--- src/rtl/pwm_chan_pkg.sv ---
package pwm_chan_pkg;

  parameter int unsigned PWM_CNT_W_DEF = 16;

  typedef enum logic {
    DIR_UP = 1'b0,
    DIR_DN = 1'b1
  } cnt_dir_e;

  typedef enum logic {
    MODE_EDGE   = 1'b0,
    MODE_CENTER = 1'b1
  } pwm_mode_e;

endpackage

--- src/rtl/pwm_shadow_regs.sv ---
module pwm_shadow_regs
  import pwm_chan_pkg::*;
#(
  parameter int unsigned      W        = PWM_CNT_W_DEF,
  parameter logic [W-1:0]     PER_INIT = 7,
  parameter logic [W-1:0]     PW_INIT  = 4
) (
  input  logic         clk,
  input  logic         rst_n,
  input  logic         per_we,
  input  logic [W-1:0] per_wdata,
  input  logic         pw_we,
  input  logic [W-1:0] pw_wdata,
  input  logic         load,
  output logic [W-1:0] per_sh,
  output logic [W-1:0] pw_sh,
  output logic [W-1:0] pw_eff
);

  logic [W-1:0] per_wk_q, per_wk_d;
  logic [W-1:0] pw_wk_q,  pw_wk_d;
  logic [W-1:0] per_sh_q, per_sh_d;
  logic [W-1:0] pw_sh_q,  pw_sh_d;

  // working registers: software side only
  always_comb begin
    per_wk_d = per_wk_q;
    pw_wk_d  = pw_wk_q;
    if (per_we) per_wk_d = per_wdata;
    if (pw_we)  pw_wk_d  = pw_wdata;
  end

  // shadow copies: refreshed only at a cycle boundary
  always_comb begin
    per_sh_d = per_sh_q;
    pw_sh_d  = pw_sh_q;
    if (load) begin
      per_sh_d = per_wk_q;
      pw_sh_d  = pw_wk_q;
    end
  end

  always_ff @(posedge clk or negedge rst_n) begin
    if (!rst_n) begin
      per_wk_q <= PER_INIT;
      pw_wk_q  <= PW_INIT;
      per_sh_q <= PER_INIT;
      pw_sh_q  <= PW_INIT;
    end else begin
      per_wk_q <= per_wk_d;
      pw_wk_q  <= pw_wk_d;
      per_sh_q <= per_sh_d;
      pw_sh_q  <= pw_sh_d;
    end
  end

  assign per_sh = per_sh_q;
  assign pw_sh  = pw_sh_q;
  // width in force after the current edge
  assign pw_eff = pw_sh_d;

endmodule

--- src/rtl/pwm_timer.sv ---
module pwm_timer
  import pwm_chan_pkg::*;
#(
  parameter int unsigned W = PWM_CNT_W_DEF
) (
  input  logic         clk,
  input  logic         rst_n,
  input  logic         run_en,
  input  logic         cnt_en,
  input  pwm_mode_e    mode,
  input  logic [W-1:0] per_sh,
  output logic [W-1:0] timer_q,
  output logic [W-1:0] timer_d,
  output cnt_dir_e     dir_q,
  output logic         cyc_end
);

  localparam logic [W-1:0] ZERO = '0;
  localparam logic [W-1:0] ONE  = {{(W-1){1'b0}}, 1'b1};

  cnt_dir_e dir_d;
  logic     at_top;
  logic     at_bot;

  assign at_top = (timer_q >= per_sh);
  assign at_bot = (timer_q == ZERO);

  always_comb begin
    timer_d = timer_q;
    dir_d   = dir_q;
    cyc_end = 1'b0;
    if (!run_en) begin
      timer_d = ZERO;
      dir_d   = DIR_UP;
    end else if (cnt_en) begin
      if (mode == MODE_EDGE) begin
        dir_d = DIR_UP;
        if (at_top) begin
          timer_d = ZERO;
          cyc_end = 1'b1;
        end else begin
          timer_d = timer_q + ONE;
        end
      end else if (dir_q == DIR_UP) begin
        if (at_top) dir_d = DIR_DN;       // turnaround pulse holds value
        else        timer_d = timer_q + ONE;
      end else begin
        if (at_bot) begin
          dir_d   = DIR_UP;
          cyc_end = 1'b1;
        end else begin
          timer_d = timer_q - ONE;
        end
      end
    end
  end

  always_ff @(posedge clk or negedge rst_n) begin
    if (!rst_n) begin
      timer_q <= ZERO;
      dir_q   <= DIR_UP;
    end else begin
      timer_q <= timer_d;
      dir_q   <= dir_d;
    end
  end

endmodule

--- src/rtl/pwm_compare.sv ---
module pwm_compare
  import pwm_chan_pkg::*;
#(
  parameter int unsigned W = PWM_CNT_W_DEF
) (
  input  logic         clk,
  input  logic         rst_n,
  input  logic         run_en,
  input  logic         cnt_en,
  input  logic         cyc_end,
  input  logic [W-1:0] timer_d,
  input  logic [W-1:0] pw_eff,
  output logic         out_q,
  output logic         irq_q
);

  logic out_d;
  logic irq_d;

  // the comparison is taken against the timer value and width that will
  // both be in force after this edge, so output and timer move together
  always_comb begin
    out_d = out_q;
    if (!run_en)     out_d = 1'b0;
    else if (cnt_en) out_d = (timer_d >= pw_eff);
    irq_d = cyc_end;
  end

  always_ff @(posedge clk or negedge rst_n) begin
    if (!rst_n) begin
      out_q <= 1'b0;
      irq_q <= 1'b0;
    end else begin
      out_q <= out_d;
      irq_q <= irq_d;
    end
  end

endmodule

--- src/rtl/pwm_chan_ctrl.sv ---
module pwm_chan_ctrl
  import pwm_chan_pkg::*;
#(
  parameter int unsigned  W        = PWM_CNT_W_DEF,
  parameter logic [W-1:0] PER_INIT = 7,
  parameter logic [W-1:0] PW_INIT  = 4
) (
  input  logic         clk,
  input  logic         rst_n,
  input  logic         run_en,
  input  logic         cnt_en,
  input  logic         mode_sel,
  input  logic         per_we,
  input  logic [W-1:0] per_wdata,
  input  logic         pw_we,
  input  logic [W-1:0] pw_wdata,
  output logic         pwm_out,
  output logic         cyc_irq
);

  pwm_mode_e    mode;
  logic [W-1:0] per_sh;
  logic [W-1:0] pw_sh;
  logic [W-1:0] pw_eff;
  logic [W-1:0] timer_q;
  logic [W-1:0] timer_d;
  cnt_dir_e     dir_q;
  logic         cyc_end;

  assign mode = pwm_mode_e'(mode_sel);

  pwm_shadow_regs #(
    .W(W), .PER_INIT(PER_INIT), .PW_INIT(PW_INIT)
  ) u_regs (
    .clk       (clk),
    .rst_n     (rst_n),
    .per_we    (per_we),
    .per_wdata (per_wdata),
    .pw_we     (pw_we),
    .pw_wdata  (pw_wdata),
    .load      (cyc_end),
    .per_sh    (per_sh),
    .pw_sh     (pw_sh),
    .pw_eff    (pw_eff)
  );

  pwm_timer #(.W(W)) u_timer (
    .clk     (clk),
    .rst_n   (rst_n),
    .run_en  (run_en),
    .cnt_en  (cnt_en),
    .mode    (mode),
    .per_sh  (per_sh),
    .timer_q (timer_q),
    .timer_d (timer_d),
    .dir_q   (dir_q),
    .cyc_end (cyc_end)
  );

  pwm_compare #(.W(W)) u_cmp (
    .clk     (clk),
    .rst_n   (rst_n),
    .run_en  (run_en),
    .cnt_en  (cnt_en),
    .cyc_end (cyc_end),
    .timer_d (timer_d),
    .pw_eff  (pw_eff),
    .out_q   (pwm_out),
    .irq_q   (cyc_irq)
  );

endmodule

--- config.mk ---
export PLATFORM = sky130hd
export DESIGN_NAME = pwm_chan_ctrl
export DESIGN_NICKNAME = d
export VERILOG_FILES = /design/src/rtl/pwm_chan_pkg.sv /design/src/rtl/pwm_shadow_regs.sv /design/src/rtl/pwm_timer.sv /design/src/rtl/pwm_compare.sv /design/src/rtl/pwm_chan_ctrl.sv
export SDC_FILE = /design/constraint.sdc
export NUM_CORES = 1
export LEC_CHECK = 0
export CAP_MARGIN = 20
export CORE_ASPECT_RATIO = 1.75
export CORE_UTILIZATION = 40
export CTS_CLUSTER_SIZE = 8
export DETAILED_ROUTE_END_ITERATION = 7
export HOLD_SLACK_MARGIN = 0.1
export PLACE_DENSITY = 0.65
export SYNTH_ARGS = -nofsm -noshare
export SYNTH_HDL_FRONTEND = slang
export SYNTH_SLANG_ARGS = --single-unit
--- constraint.sdc ---
create_clock -name clk -period 5.21 [get_ports clk]
set_input_delay 1.042 -clock clk [delete_from_list [all_inputs] [get_ports clk]]
set_output_delay 1.042 -clock clk [all_outputs]
set_load 0.02 [all_outputs]
==> results of run 1 <==
## placed cells by master (no fill, tap or decap), types with 6 or more instances in the layout
cell              n
buf_4            13
a31oi_1          10
clkbuf_16         9
o21ai_0          23
nor3_1            8
dfstp_2           8
nor2_1           13
ha_1             35
nand2_1          26
nand4_1           9
mux2_2           60
inv_1            27
a21oi_1          22
nor4_1            7
clkdlybuf4s50_1  39
xnor2_1           6
nand3_1          12
dfrtp_1          75
mux2i_1          17
o21a_1            7
## cell families (layout without fill, tap and decap cells)
group | Yosys count | in the layout | share of synthesized area
AO/OA/AOI/OAI | 109 | 109 | 0.1442
AND/OR/NAND/NOR | 109 | 109 | 0.1196
flip-flops | 83 | 83 | 0.4062
multiplexers | 81 | 81 | 0.1763
buffers and inverters | 59 | 98 | 0.04968
adder cells (fa/ha/maj) | 35 | 35 | 0.08524
XOR/XNOR | 11 | 11 | 0.01875
## how the worst max path moves through the flow
stage                                  startpoint                 endpoint  slack, ns  cells after the start
detailed placement                       mode_sel  u_cmp.out_q$_DFFE_PN0P_       0.68                     13
finish              u_timer.timer_q[13]$_DFF_PN0_  u_cmp.out_q$_DFFE_PN0P_       0.78                     18
floorplan            u_timer.timer_q[0]$_DFF_PN0_  u_cmp.out_q$_DFFE_PN0P_       1.22                     20
global route        u_timer.timer_q[13]$_DFF_PN0_  u_cmp.out_q$_DFFE_PN0P_       0.45                     18
CTS                 u_timer.timer_q[13]$_DFF_PN0_  u_cmp.out_q$_DFFE_PN0P_       0.81                     18
global placement                         mode_sel  u_cmp.out_q$_DFFE_PN0P_       0.74                     14
## layout make-up
cell class / count / area [sq um]
flip-flops and latches: 83 / 2087
fillers: 1173 / 6431
clock buffers: 12 / 246.5
repair buffers: 54 / 535.5
inverters: 28 / 105.1
multi-input cells: 345 / 2810
clock inverters: 4 / 73.82
well taps: 168 / 210.2
## per-layer routing
layer | global-route usage | wire length (microns)
met2 | 0.3832 | 7282
met3 | 0.03368 | 530
met1 | 0.2521 | 5086
met4 | 0.1429 | 758
met5 | 0 | 0
## registers in the layout, summed over array words and instances, names as in the netlist
register and cells:
u_cmp.out_q 1, u_regs.per_wk_q 16, u_cmp.irq_q 1, u_regs.pw_sh 16, u_timer.timer_q 16, u_regs.per_sh 16, u_regs.pw_wk_q 16, u_timer.dir_q 1
## power breakdown
group	internal, mW	switching (mW)
Clock	0.434	0.263
Sequential	0.810	0.0965
Combinational	0.387	0.424
## per-stage QoR
stage / worst slack (ns) / total power [mW] / hold WS, ns
after floorplan: 1.221 / 1.475 / 0.4731
after global placement: 0.7410 / 1.705 / 0.4866
after detailed placement: 0.6785 / 1.726 / 0.4900
after CTS: 0.8063 / 2.437 / 0.5045
after global routing: 0.4517 / 2.585 / 0.5148
final: 0.7820 / 2.414 / 0.4997
==> results.sh, run 1 <==
export IMPL_status="completed"
export IMPL_cts_root_buf="clkbuf_16"
export IMPL_powerDensity_nw_per_um2=397.9
export IMPL_final_cells=694
export IMPL_yosysWarnings=0
export IMPL_cp_slowest_cell="dfrtp_1"
export IMPL_viasPerCell=5.873
export IMPL_wl_microns=13660
export IMPL_row_count=54
export IMPL_min_to="u_regs.pw_sh[0]$_DFF_PN0_"
export IMPL_max_slew_worst_pin_slew_ns=0.8400
export IMPL_clock_sinks=83
export IMPL_synthCells=487
export IMPL_finalClockSkew_ns=0.008050
export IMPL_grt_usage=0.2237
export IMPL_dp_cells=677
export IMPL_postLayoutCoreUtil=0.4855
export IMPL_p_leak_nw=2.693
export IMPL_synth_top_cell_by_area="dfrtp_1"
export IMPL_drc=0
export IMPL_slowest_delay_ns=0.53
export IMPL_whs_path_depth=1
export IMPL_grt_pass1_vias=4169
export IMPL_die_h_microns=151.9
export IMPL_clk_latency_ns=0.34
export IMPL_maxCapViolations=0
export IMPL_seq_area_frac_synth=0.4062
export IMPL_rsz0062_at_grt="no"
export IMPL_hold_buffers=0
export IMPL_syn_mean_instance_area_sq_um=10.55
export IMPL_peakVddDrop_uv=163.3
export IMPL_yosysMostFrequentCell="dfrtp_1"
export IMPL_relSlewSlack=0.4348
export IMPL_antenna_cells=0
export IMPL_finalMaxSlewViolations=0
export IMPL_path_class="reg2reg"
export IMPL_ys_flop_type="dfrtp_1"
export IMPL_r2r_end="u_cmp.out_q$_DFFE_PN0P_"
export IMPL_path_cells="ha_1 -> nand4_1 -> nor3_1 -> a21o_1 -> or3_1 -> inv_2 -> ha_1 -> o21ai_0 -> o31ai_1 -> nand2_1 -> o21a_1 -> ha_1 -> nand2b_1 -> a21o_1 -> a21oi_1 -> o21ai_0 -> a2111oi_0 -> nor3_1"
export IMPL_grt_overflow=0
export IMPL_io_buffer_count=40
export IMPL_synthTopCellsByCount="75 x dfrtp_1, 60 x mux2_2, 35 x ha_1"
export IMPL_netlist_area_sq_um=5137
export IMPL_period_needed_ns=4.428
export IMPL_critPathArrivalTime_ns=4.63
export IMPL_wl_per_cell_microns=19.68
export IMPL_die_area_sq_um=13320
export IMPL_fmax_ghz=0.2258
export IMPL_hp_class="reg2reg"
export IMPL_cts_setup_buffers=0
export IMPL_cp_start_kind="register"
export IMPL_grt_max_degree=84
export IMPL_crit_family="compound AO/OA/AOI/OAI gates"
export IMPL_drive_gt1_frac=0.2205
export IMPL_ys_async_sr_fraction=1.000
export IMPL_drt_initial_drc_count=290
export IMPL_cp_required_ns=5.42
export IMPL_worstPathMaxFanout=10
export IMPL_die_w_microns=87.67
export IMPL_endpoint_kind="register"
export IMPL_ys_top_cells_by_area="dfrtp_1 37%, mux2_2 13%, ha_1 8.5%"
export IMPL_r2r_start="u_timer.timer_q[13]$_DFF_PN0_"
export IMPL_grt_pass1_wl_microns=22420
export IMPL_initial_core_util=0.4110
export IMPL_areaGrowthSynthToFinish_pct=18.12
export IMPL_ioPinCount=41
export IMPL_min_delay_start="u_regs.pw_sh[0]$_DFF_PN0_"
export IMPL_synth_edff_count=0
export IMPL_coreArea_sq_um=12500
export IMPL_cts_resized_gates=0
export IMPL_yosysUniqueCellTypes=66
export IMPL_clockBufferDepth=2
export IMPL_ff2ff_path_depth=18
export IMPL_fin_nets=595
export IMPL_gp_congestion=0.9746
export IMPL_htreeDepth=3
export IMPL_dr_pass1_iters=5
export IMPL_ff2ff_setup_slack_ns=0.78
export IMPL_finalHoldViolations=0
export IMPL_synth_top_cell_area_share=0.3653
export IMPL_crit_top_cell="ha_1"
export IMPL_synth_nets=561
export IMPL_final_period_utilization=0.8499
export IMPL_post_dp_cell_area_sq_um=5720
export IMPL_ys_ff_latch=83
export IMPL_tns_ns=0
export IMPL_clk_pin_slew_ns=0.07
export IMPL_fin_area_sq_um=6068
export IMPL_setup_viol=0
export IMPL_ant_nets=0
export IMPL_grt_antenna_before_repair=0
export IMPL_vias=4076
export IMPL_cts_tree="done"
export IMPL_detailed_place_hpwl_microns=9989
export IMPL_crit_buf_inv=1
export IMPL_cts_buffers=9
Power figures use the tool's default switching activity.
==> inputs of run 2 (changes only) <==
- clock period: 5.21 -> 4.5 ns (I/O delays scaled with it)
==> results.sh, run 2 (same netlist as run 1, synthesis figures left out) <==
export IMPL_peakVddDrop_uv=196.5
export IMPL_cp_required_ns=4.71
export IMPL_switchingPower_mw=0.9269
export IMPL_cts_resized_gates=0
export IMPL_setup_viol=0
export IMPL_finalHoldViolations=0
export IMPL_clkPwrFrac=0.260
export IMPL_post_dp_cell_area_sq_um=5871
export IMPL_gp_congestion=0.9665
export IMPL_antenna_cells=0
export IMPL_fin_area_sq_um=6160
export IMPL_clk_latency_ns=0.34
export IMPL_clk_pin_slew_ns=0.06
export IMPL_ioPinCount=41
export IMPL_drc=0
export IMPL_coreArea_sq_um=12500
export IMPL_clock_sinks=83
export IMPL_fmax_ghz=0.2412
export IMPL_cts_buffers=9
export IMPL_max_slew_worst_pin_slew_ns=0.8188
export IMPL_finalClockSkew_ns=0.007268
export IMPL_vias=4089
export IMPL_rsz0062_at_grt="no"
export IMPL_cts_setup_buffers=0
export IMPL_maxCapViolations=0
export IMPL_cp_start_kind="register"
export IMPL_htreeDepth=3
export IMPL_row_count=54
export IMPL_total_power_mw=2.732
export IMPL_worstPathMaxFanout=6
export IMPL_status="completed"
export IMPL_die_h_microns=151.9
export IMPL_dp_cells=697
export IMPL_powerDensity_nw_per_um2=443.5
export IMPL_final_period_utilization=0.9214
export IMPL_grt_max_degree=57
export IMPL_grt_antenna_before_repair=0
export IMPL_tns_ns=0
export IMPL_holdWs_ns=0.4957
export IMPL_initial_core_util=0.4110
export IMPL_hp_class="reg2reg"
export IMPL_final_common_cell="dfrtp_1"
export IMPL_grt_pass1_vias=4238
export IMPL_cts_root_buf="clkbuf_16"
export IMPL_endpoint_kind="register"
export IMPL_viasPerCell=5.735
export IMPL_path_class="reg2reg"
export IMPL_fin_nets=614
export IMPL_finalMaxSlewViolations=0
export IMPL_grt_usage=0.2316
export IMPL_p_sw_frac=0.3393
export IMPL_grt_pass1_wl_microns=22760
export IMPL_drt_initial_drc_count=222
export IMPL_fill_cells=1165
export IMPL_critPathArrivalTime_ns=4.36
export IMPL_die_w_microns=87.67
export IMPL_dr_pass1_iters=5
export IMPL_ant_nets=0
export IMPL_detailed_place_hpwl_microns=11260
export IMPL_hold_buffers=0
export IMPL_period_needed_ns=4.146
export IMPL_relSlewSlack=0.4525
export IMPL_comb_power_share=0.360
export IMPL_final_cells=713
export IMPL_io_buffer_count=40
export IMPL_layout_common_cells="75 x dfrtp_1, 60 x mux2_2, 39 x clkdlybuf4s50_1"
export IMPL_power_frac_seq=0.380
export IMPL_wl_microns=14390
export IMPL_die_area_sq_um=13320
export IMPL_p_int_mw=1.805
export IMPL_drive_gt1_frac=0.2514
export IMPL_cts_tree="done"
export IMPL_clockBufferDepth=2
export IMPL_areaGrowthSynthToFinish_pct=19.90
export IMPL_wl_per_cell_microns=20.18
export IMPL_grt_overflow=0
export IMPL_p_leak_nw=2.757
==> run 2: cell count changes in the layout (fill, tap and decap cells not counted), sizes merged <==
cell / change
buf: +19
bufinv: -2
clkbuf: -1
clkinv: -1
clkinvlp: +3
inv: +1
==> run 2: area by class of cell <==
cell class	instances	area (sq um)	area share
inverters	28	105.1	0.01706
well taps	168	210.2	0.03413
clock inverters	5	36.28	0.005891
multi-input cells	345	2810	0.4562
clock buffers	11	252.7	0.04103
flip-flops and latches	83	2087	0.3388
repair buffers	73	658.1	0.1068
==> run 2: metal layers <==
metal,up-vias,part of all wire,GRT usage
met5,-,0,0
met4,0,0.059,0.1413
li1,1906,-,-
met2,121,0.52,0.3936
met1,2014,0.39,0.2669
met3,48,0.037,0.03531
==> run 2: worst paths after layout <==
path,cells after the start,slack (ns),from,end
hold / removal,1,0.50,u_regs.pw_sh[0]$_DFF_PN0_,u_regs.pw_sh[0]$_DFF_PN0_
setup reg to reg,19,0.35,u_timer.timer_q[0]$_DFF_PN0_,u_cmp.out_q$_DFFE_PN0P_
hold reg to reg,1,0.50,u_regs.pw_sh[0]$_DFF_PN0_,u_regs.pw_sh[0]$_DFF_PN0_
min in group asynchronous,1,0.62,rst_n,u_regs.per_wk_q[7]$_DFFE_PN0P_
max in group asynchronous,2,2.99,rst_n,u_regs.pw_sh[2]$_DFF_PN1_
setup / recovery,19,0.35,u_timer.timer_q[0]$_DFF_PN0_,u_cmp.out_q$_DFFE_PN0P_
==> run 2: worst max-delay path, stage by stage (launching register included) <==
cell       delay (ns)
dfrtp_1          0.43
inv_1            0.12
ha_1             0.27
nand2b_1         0.15
a2111oi_2        0.41
nor4b_2          0.10
or3_1            0.35
inv_2            0.07
ha_1             0.13
o21ai_0          0.14
o31ai_1          0.24
nand2_1          0.11
o21a_1           0.15
ha_1             0.29
nand2b_1         0.14
a21o_1           0.17
a21oi_1          0.14
o21ai_0          0.11
a2111oi_0        0.40
nor3_1           0.10
==> run 2: through the flow <==
stage                       util  setup WS (ns)
after floorplan                -         0.5107
after global placement    0.4697         0.5005
after detailed placement  0.4697         0.3861
after CTS                 0.4928         0.3643
after global routing      0.4928        0.01094
final                     0.4928         0.3536
==> run 2: power groups by stage <==
stage,logic [mW],clock network [mW],registers (mW)
6_report,0.983,0.711,1.04
5_1_grt,1.09,0.762,1.06
4_1_cts,0.987,0.732,1.04
3_5_place_dp,0.980,0,1.05
3_3_place_gp,0.963,0,1.04
2_1_floorplan,0.685,0,1.02
==> inputs of run 3 (changes only) <==
- CORE_UTILIZATION: 40 -> 55
- PLACE_DENSITY: 0.65 -> 0.83
- clock period: 4.5 -> 3.95 ns (I/O delays scaled with it)
==> results.sh, run 3 (same netlist as run 1, synthesis figures left out) <==
export IMPL_rsz0062_at_grt="yes"
export IMPL_finalClockSkew_ns=0.006562
export IMPL_max_slew_worst_pin_slew_ns=0.8192
export IMPL_worstPathMaxFanout=9
export IMPL_fin_area_sq_um=6663
export IMPL_status="completed"
export IMPL_fin_nets=655
export IMPL_final_common_cell="dfrtp_1"
export IMPL_clk_pin_slew_ns=0.06
export IMPL_finalMaxSlewViolations=0
export IMPL_cts_buffers=9
export IMPL_clk_latency_ns=0.34
export IMPL_relSlewSlack=0.4522
export IMPL_grt_overflow=0
export IMPL_r2r_end="u_cmp.out_q$_DFFE_PN0P_"
export IMPL_drc=0
export IMPL_grt_max_degree=84
export IMPL_fill_cells=677
export IMPL_cp_start_kind="register"
export IMPL_fmax_ghz=0.2589
export IMPL_hold_buffers=0
export IMPL_final_period_utilization=0.9780
export IMPL_die_w_microns=75.06
export IMPL_endpoint_kind="register"
export IMPL_period_needed_ns=3.863
export IMPL_grt_antenna_before_repair=0
export IMPL_dr_pass1_iters=5
export IMPL_clockBufferDepth=2
export IMPL_postLayoutCoreUtil=0.7327
export IMPL_grt_usage=0.3317
export IMPL_path_class="reg2reg"
export IMPL_vias=4344
export IMPL_r2r_start="u_regs.per_sh[13]$_DFFE_PN0N_"
export IMPL_setup_viol=0
export IMPL_initial_core_util=0.5649
export IMPL_critPathArrivalTime_ns=4.08
export IMPL_io_buffer_count=40
export IMPL_ioPinCount=41
export IMPL_wl_microns=14840
export IMPL_grt_pass1_vias=4531
export IMPL_drive_gt1_frac=0.3362
export IMPL_detailed_place_hpwl_microns=10630
export IMPL_drt_initial_drc_count=335
export IMPL_post_dp_cell_area_sq_um=6011
export IMPL_gp_congestion=0.9358
export IMPL_finalHoldViolations=0
export IMPL_peakVddDrop_uv=486.4
export IMPL_areaGrowthSynthToFinish_pct=29.69
export IMPL_hp_class="in2async"
export IMPL_p_leak_nw=3.019
export IMPL_ff2ff_path_depth=16
export IMPL_wl_per_cell_microns=21.02
export IMPL_coreArea_sq_um=9094
export IMPL_cp_required_ns=4.17
export IMPL_cts_root_buf="clkbuf_16"
export IMPL_cts_tree="done"
export IMPL_die_area_sq_um=9747
export IMPL_clock_sinks=83
export IMPL_grt_pass1_wl_microns=23220
export IMPL_antenna_cells=0
export IMPL_ff2ff_setup_slack_ns=0.09
export IMPL_layout_common_cells="75 x dfrtp_1, 69 x buf_4, 59 x mux2_2"
export IMPL_die_h_microns=129.9
export IMPL_ant_nets=0
export IMPL_row_count=46
export IMPL_htreeDepth=3
export IMPL_powerDensity_nw_per_um2=529.1
export IMPL_maxCapViolations=0
export IMPL_viasPerCell=6.153
export IMPL_total_power_mw=3.525
-- run 3: routing by layer --
metal | part of all wire | global-route usage | wire (microns)
met1 | 0.36 | 0.3560 | 5354
met2 | 0.54 | 0.5840 | 8083
met3 | 0.036 | 0.05792 | 537
met4 | 0.058 | 0.2098 | 863
met5 | 0 | 0 | 0
-- run 3: critical path: stages, from the launching register on --
cell       delay, ns
dfrtp_1         0.34
inv_1           0.06
ha_1            0.32
a211oi_2        0.31
o22a_1          0.21
o31ai_1         0.10
or3_4           0.41
inv_4           0.09
buf_4           0.19
nand3b_1        0.10
a31oi_1         0.49
buf_4           0.21
ha_1            0.24
a21oi_2         0.13
o21ai_2         0.08
a2111oi_2       0.34
nor3_1          0.09
-- run 3: cell type report --
cell class                 count  area [sq um]  share of cell area
inverter                      28         107.6             0.01615
clock buffer                  11         242.7             0.03643
clock inverter                 5         85.08             0.01277
sequential                    83          2087              0.3132
multi-input combinational    345          2982              0.4475
tap                          120         150.1             0.02254
timing repair buffer         114          1008              0.1514
-- run 3: worst max path at each step --
stage	from	slack [ns]	cells after the start	to
4_1_cts	u_regs.per_sh[0]$_DFFE_PN1N_	0.004	18	u_cmp.out_q$_DFFE_PN0P_
3_3_place_gp	u_regs.per_sh[0]$_DFFE_PN1N_	-0.14	15	u_cmp.out_q$_DFFE_PN0P_
6_report	u_regs.per_sh[13]$_DFFE_PN0N_	0.09	16	u_cmp.out_q$_DFFE_PN0P_
2_1_floorplan	u_timer.timer_q[0]$_DFF_PN0_	0.04	20	u_cmp.out_q$_DFFE_PN0P_
3_5_place_dp	u_regs.per_sh[0]$_DFFE_PN1N_	-0.25	16	u_cmp.out_q$_DFFE_PN0P_
5_1_grt	u_regs.per_sh[0]$_DFFE_PN1N_	-0.04	18	u_cmp.out_q$_DFFE_PN0P_
-- run 3: metrics by stage --
stage / setup TNS, ns / hold WS [ns] / setup WS, ns / cells
2_1_floorplan: 0 / 0.4731 / 0.03955 / 487
3_3_place_gp: -0.1358 / 0.4838 / -0.1358 / 677
3_5_place_dp: -0.2450 / 0.4940 / -0.2450 / 677
4_1_cts: 0 / 0.5080 / 0.003747 / 702
5_1_grt: -0.03782 / 0.2882 / -0.03782 / 706
6_report: 0 / 0.2884 / 0.08710 / 706
-- run 3: power by group --
part | leakage, nW | internal (mW) | switching, mW
Combinational | 1.84 | 0.703 | 0.712
Sequential | 1.02 | 1.07 | 0.124
Clock | 0.156 | 0.574 | 0.343
-- run 3: repair_timing --
| action | 4_1_cts | 5_1_grt |
|---|---|---|
| buffers inserted | 9 | 3 |
| pin swaps | 12 | 13 |
| setup endpoints to repair | 1 | 1 |
| resized for setup | 22 | 16 |
